[src/rtl/sbus_pkg.sv]
package sbus_pkg;
  typedef enum logic [1:0] {
    PH_IDLE = 2'd0,
    PH_C1   = 2'd1,
    PH_C2   = 2'd2,
    PH_C3   = 2'd3
  } phase_e;
endpackage

[src/rtl/sbus_phase_ctr.sv]
module sbus_phase_ctr
  import sbus_pkg::*;
(
  input  logic   clk_i,
  input  logic   rst_ni,
  input  logic   start_i,
  output phase_e phase_o
);
  phase_e phase_q, phase_d;

  always_comb begin
    case (phase_q)
      PH_IDLE: phase_d = start_i ? PH_C1 : PH_IDLE;
      PH_C1:   phase_d = PH_C2;
      PH_C2:   phase_d = PH_C3;
      default: phase_d = PH_IDLE;
    endcase
  end

  always_ff @(posedge clk_i or negedge rst_ni) begin
    if (!rst_ni) phase_q <= PH_IDLE;
    else         phase_q <= phase_d;
  end

  assign phase_o = phase_q;
endmodule

[src/rtl/sbus_mid_strobe.sv]
// Half-cycle delayed strobes: armed on the falling edge, cut by the window.
module sbus_mid_strobe #(
  parameter int unsigned N = 2
) (
  input  logic         clk_i,
  input  logic         rst_ni,
  input  logic [N-1:0] win_i,
  output logic [N-1:0] strobe_o
);
  for (genvar g = 0; g < N; g++) begin : g_strb
    logic arm_q;
    always_ff @(negedge clk_i or negedge rst_ni) begin
      if (!rst_ni) arm_q <= 1'b0;
      else         arm_q <= win_i[g];
    end
    assign strobe_o[g] = arm_q & win_i[g];
  end
endmodule

[src/rtl/sbus_seq.sv]
module sbus_seq
  import sbus_pkg::*;
#(
  parameter int unsigned ADDR_W = 16,
  parameter int unsigned DATA_W = 16
) (
  input  logic              clk_i,
  input  logic              rst_ni,
  input  logic              req_i,
  input  logic              we_i,
  input  logic [ADDR_W-1:0] addr_i,
  input  logic [DATA_W-1:0] wdata_i,
  output logic              ready_o,
  output logic              done_o,
  output logic [DATA_W-1:0] rdata_o,
  output logic [ADDR_W-1:0] bus_addr_o,
  output logic              bus_ale_o,
  output logic              bus_rd_o,
  output logic              bus_wr_o,
  output logic [DATA_W-1:0] bus_dout_o,
  output logic              bus_dout_en_o,
  input  logic [DATA_W-1:0] bus_din_i
);
  localparam int unsigned NSTRB = 2;
  localparam int unsigned S_ALE = 0;
  localparam int unsigned S_WR  = 1;

  phase_e            phase;
  logic              start;
  logic              busy, data_ph;
  logic              we_q;
  logic [ADDR_W-1:0] addr_q;
  logic [DATA_W-1:0] wdata_q, rdata_q;
  logic [NSTRB-1:0]  win, strb;

  assign start   = req_i & (phase == PH_IDLE);
  assign busy    = (phase != PH_IDLE);
  assign data_ph = (phase == PH_C2) | (phase == PH_C3);

  sbus_phase_ctr u_phase (
    .clk_i   (clk_i),
    .rst_ni  (rst_ni),
    .start_i (start),
    .phase_o (phase)
  );

  always_ff @(posedge clk_i or negedge rst_ni) begin
    if (!rst_ni) begin
      we_q    <= 1'b0;
      addr_q  <= '0;
      wdata_q <= '0;
    end else if (start) begin
      we_q    <= we_i;
      addr_q  <= addr_i;
      wdata_q <= wdata_i;
    end
  end

  // read data sampled at the edge closing C3
  always_ff @(posedge clk_i or negedge rst_ni) begin
    if (!rst_ni)                         rdata_q <= '0;
    else if (phase == PH_C3 && !we_q)    rdata_q <= bus_din_i;
  end

  assign win[S_ALE] = (phase == PH_C1);
  assign win[S_WR]  = data_ph & we_q;

  sbus_mid_strobe #(.N(NSTRB)) u_strb (
    .clk_i    (clk_i),
    .rst_ni   (rst_ni),
    .win_i    (win),
    .strobe_o (strb)
  );

  assign ready_o       = ~busy;
  assign done_o        = (phase == PH_C3);
  assign rdata_o       = rdata_q;
  assign bus_addr_o    = busy ? addr_q : '0;
  assign bus_ale_o     = strb[S_ALE];
  assign bus_rd_o      = data_ph & ~we_q;
  assign bus_wr_o      = strb[S_WR];
  assign bus_dout_en_o = data_ph & we_q;
  assign bus_dout_o    = bus_dout_en_o ? wdata_q : '0;
endmodule


[config.mk]
export PLATFORM = sky130hd
export DESIGN_NAME = sbus_seq
export DESIGN_NICKNAME = d
export VERILOG_FILES = /design/src/rtl/sbus_pkg.sv /design/src/rtl/sbus_phase_ctr.sv /design/src/rtl/sbus_mid_strobe.sv /design/src/rtl/sbus_seq.sv
export SDC_FILE = /design/constraint.sdc
export NUM_CORES = 1
export LEC_CHECK = 0
export ABC_AREA = 1
export ABC_CLOCK_PERIOD_IN_PS = 1300
export BUFFER_PORTS_ARGS = -buffer_cell sky130_fd_sc_hd__buf_2
export CAP_MARGIN = 20
export CORE_MARGIN = 2
export CORE_UTILIZATION = 25
export CTS_BUF_LIST = sky130_fd_sc_hd__clkbuf_8
export DETAILED_ROUTE_END_ITERATION = 6
export GPL_TIMING_DRIVEN = 1
export PLACE_DENSITY_LB_ADDON = 0.15
export RECOVER_POWER = 50
export SYNTH_ARGS = -nofsm -noshare
export SYNTH_HDL_FRONTEND = slang
export SYNTH_SLANG_ARGS = --single-unit
[constraint.sdc]
create_clock -name clk_i -period 1.3 [get_ports clk_i]
set_clock_uncertainty 0.1 [all_clocks]
set_input_delay 0.195 -clock clk_i [delete_from_list [all_inputs] [get_ports clk_i]]
set_output_delay 0.195 -clock clk_i [all_outputs]
set_load 0.01 [all_outputs]
======== After elaboration in Yosys (flattened, before gate mapping) ========
Index checks and enable logic that the tools add are counted.
word-level totals
  register bits ........................... 53
  input bits .............................. 52
  output and inout bits ................... 54
  word-level logic and storage cells ...... 26
operators by class
  equal/unequal tests ..................... 3
  multiplexer cells ....................... 4
  bitwise gates (word level) .............. 8
  reductions and logical operators ........ 4
operators by type and width
  cell                                                                   count
  16-bit two-way mux                                                     2
  2-bit case mux with 3 select lines                                     1
  1-bit AND                                                              5
  2-bit equality test, second input constant                             2
  2-bit by 1-bit equality test with 1-bit output, second input constant  1
  2-bit zero test                                                        1
  1-bit NOT                                                              2
  2-bit nonzero test                                                     1
  1-bit logical AND                                                      1
  1-bit zero test                                                        1
  1-bit two-way mux                                                      1
  1-bit OR                                                               1

======== Logic depth before layout (Yosys ltp) ========
  depth after elaboration ................. 4
  gate-level depth with buffers ........... 7
  depth with buffers taken out ............ 5

======== By module ========
From an unflattened synthesis, not the netlist that was laid out.
unflattened totals
  cells, all modules ...................... 306
  area, all modules ....................... 2454.9 um^2
by module, submodules not included
  module           times used  cells an instance  area each (um^2)  sequential area each (um^2)
  sbus_seq         1           292                2299.7            1226.2
  sbus_phase_ctr   1           8                  90.1              50.0
  sbus_mid_strobe  1           6                  65.1              50.0

==> impl_results.md <==
* Outcome: complete, but fails checks
* Failing checks: setup timing
* CP Cell Sequence: inv_1 > nor3_1 > buf_2
* HPWL after detailed placement at about 4.8 mm
* Top cell type's share of synthesized area at 0.5100
* Max Cap Viol at 0
* First-pass GRT wire length at about 13 mm
* Buf+Inv Stages, Crit Path at 2
* Crit. End Element: primary output
* Initial antenna violation count at 1
* Initial drt markers at 80
* Remaining Overflow, GRT at 0
* Buffers on Ports at between 100 and 150
* Area leader, netlist: dfrtp_1
* Post-layout min period at about 1900 ps
* Final Max Slew Viols at 0
* Clk Tree Root Cell: clkbuf_8
* Syn_area_per_cell at 8.286 um2
* Switching share of power at 0.4049
* RSZ-0062 raised after global routing: yes
* RD Place Congestion at 0.6895
* Critical path's slowest cell: dfrtn_1
* Worst setup SP type: flip-flop
* Synthesized cell area at 2502 um2
* IO Pins at 106
* Total chip power at between 0.01 and 0.015 W
* Final setup violation count at 90
* Detailed-route DRC error count at 0
* Die Y-Extent at 104.0 um
* Antenna Cells at 0
* Final #Nets at between 400 and 500
* Total track usage at 0.1517
* Syn_nets at roughly 360
* Vias/cell at 4.234
* ANT nets after route at 0
* Pre-antenna DRT Iters at 4
* Die ar. at between 10000 and 15000 um2
* Clk buf depth at 2
* Clock latency on the worst-skew pair at ~300 ps
* Fraction of the cycle the final worst path needs at 1.492
* Measured slew at the worst slew-check pin at ~650 ps
* Peak VDD IR at 0.001052 V
* Warnings, synthesis at 0
* FMAX at 517.3 MHz
* Sequential share of power at 0.261
* Crit Path Category: flip-flop to primary output
* Sequential-to-total area share from yosys stat at 0.5300
* Yosys cell types at 16
* Post-Synthesis Cells at just over 300
* Fillers at 999
* Std-Cell Rows at 36
* Post-synthesis register bit count at 53
* Hold Crit Class: input pin to flip-flop
* Power Dens Cells at around 2600 nW/um2
* CTS clk-pin slew, worst paths at around 100 ps
* CORE AREA at ~9700 um2
* Setup WS pre-CTS at -400.5 ps
* Crit-path max FO at 1
* Largest net degree at the start of global routing at 21
* Clk network pwr share at 0.104
* Leakage at around 2.2 nW
* P_int at ~0.0067 W
* Switching pwr at 0.004570 W
* CTS buffer count at 5
* Family with the most delay on the worst path: flip-flops
* Logic pwr share at 0.635
* Final hold viol count at 0
* Synth-to-layout area growth at 71.90%
* Synth area leaders: dfrtp_1 51%, nand2_1 15%, nand3_1 9.8%, inv_1 5.4%, nor3_1 3.2%
* Clock sink count at 53
* Share of layout cells above drive strength 1 at 0.5473
* Worst EP required at 1000 ps
* Vias in the first global route at about 2500
* Vias at between 2000 and 2500
* Fin util at 0.4421
* Worst path arrival time at about 1700 ps
* WL final at about 7.9 mm
* Avg WL per Cell at between 10 and 15 um
* Die Width at 104.0 um
* Setup TNS at -38160 ps
* Slew headroom at 0.5681
* Setup ws final at -640.1 ps
* CTS tree: built
* H-tree levels at 2
* Slowest stage delay, CP at between 300 and 400 ps
* Starting density of the core at 0.2572
## power groups by stage
| stage | sequential, W | clock, W | combinational [W] |
|---|---|---|---|
| 3_3_place_gp | 0.00287 | 0 | 0.00443 |
| 6_report | 0.00294 | 0.00118 | 0.00717 |
| 4_1_cts | 0.00289 | 0.00122 | 0.00726 |
| 3_5_place_dp | 0.00288 | 0 | 0.00445 |
| 2_1_floorplan | 0.00296 | 0 | 0.00314 |
| 5_1_grt | 0.00304 | 0.00129 | 0.00778 |
## synth_stat cells
cell,count
dfrtp_1,51
o21ai_0,1
nor3_2,1
nor3_1,16
buf_4,7
inv_2,1
buf_2,6
inv_1,36
nor2_8,1
dfrtn_1,2
nand2_1,100
buf_6,7
nand2_4,2
nand3_1,49
nor2_1,18
ha_1,4
## cell families after synthesis
group	count (synthesis)	synth area share
and+or+nand+nor	187	0.3280
buffers and inverters	57	0.1200
DFF	53	0.5300
adders and majority gates	4	0.02000
AOI/OAI and AO/OA	1	0.001998
## cell usage in the layout (no fill, tap or decap)
cell type	n
buf_2	84
nand2_1	63
dfrtp_1	50
buf_6	39
nand2_2	37
nand3_1	36
inv_1	34
nor2_4	18
nor3_1	14
nand3_2	13
buf_4	10
buf_12	9
nand2_8	6
clkbuf_8	6
ha_4	4
inv_2	3
nor3_2	3
clkbuf_2	2
dfrtn_1	2
nor2_8	1
o21ai_2	1
nand2_4	1
inv_6	1
bufinv_16	1
buf_16	1
clkbuf_16	1
dlygate4sd3_1	1
clkbuf_1	1
buf_8	1
dfrtp_2	1
## path summary, 6_finish.rpt
| kind | slack [ps] | start | depth (start not counted) | to |
|---|---|---|---|---|
| setup / recovery | -640 | u_strb.g_strb[1].arm_q$_DFF_NN0_ | 3 | bus_wr_o |
| hold / removal | 20 | addr_i[1] | 3 | addr_q[1]$_DFFE_PN0P_ |
| setup reg to reg | -640 | u_phase.phase_o[1]$_DFF_PN0_ | 5 | u_strb.g_strb[1].arm_q$_DFF_NN0_ |
| hold reg to reg | 370 | rdata_o[2]$_DFFE_PN0P_ | 2 | rdata_o[2]$_DFFE_PN0P_ |
| max in group asynchronous | 130 | rst_ni | 3 | u_phase.phase_o[1]$_DFF_PN0_ |
| min in group asynchronous | 560 | rst_ni | 3 | rdata_o[1]$_DFFE_PN0P_ |
## registers in the layout (all words and copies together) (netlist names)
name	count
we_q	1
wdata_q	16
u_phase.phase_o	2
rdata_o	16
u_strb.g_strb.arm_q	2
addr_q	16
## final cells by class
type / count / area (um2) / share of cell area
clock buffer: 6 / 82.58 / 0.01920
inverter: 37 / 143.9 / 0.03345
sequential: 53 / 1328 / 0.3086
tap: 133 / 166.4 / 0.03869
clock inverter: 2 / 33.78 / 0.007853
timing repair buffer: 149 / 1206 / 0.2804
multi-input combinational: 197 / 1341 / 0.3118
## layer usage
layer,track usage,wire (um)
met3,0.03947,534
met2,0.2679,3763
met4,0.02896,61
met5,0,0
met1,0.1874,3562
## worst reg2reg max path, cell delays in order, from the launching register on
cell     delay [ps]
dfrtp_2         450
buf_6           130
ha_4            170
nor2_8          140
buf_12          130
nor2_4           40
## timing repair
| item | CTS | global route |
|---|---|---|
| setup buffers | 24 | 6 |
| pin swaps | 15 | 6 |
| resized for setup | 89 | 34 |
| setup endpoints to repair | 90 | 90 |
| hold buffers | 1 | 0 |
| cloned | 8 | 1 |
| hold endpoints to repair | 51 | 0 |
## per-stage QoR
step / area (um2) / std cells / hold slack (ps)
3_3_place_gp: 3344 / 537 / 165.5
5_1_grt: 4302 / 577 / 13.74
4_1_cts: 4262 / 578 / 8.377
2_1_floorplan: 2704 / 302 / -200.6
3_5_place_dp: 3344 / 537 / 163.3
6_report: 4302 / 577 / 15.12
No activity file was read; power rests on OpenSTA's default activity.
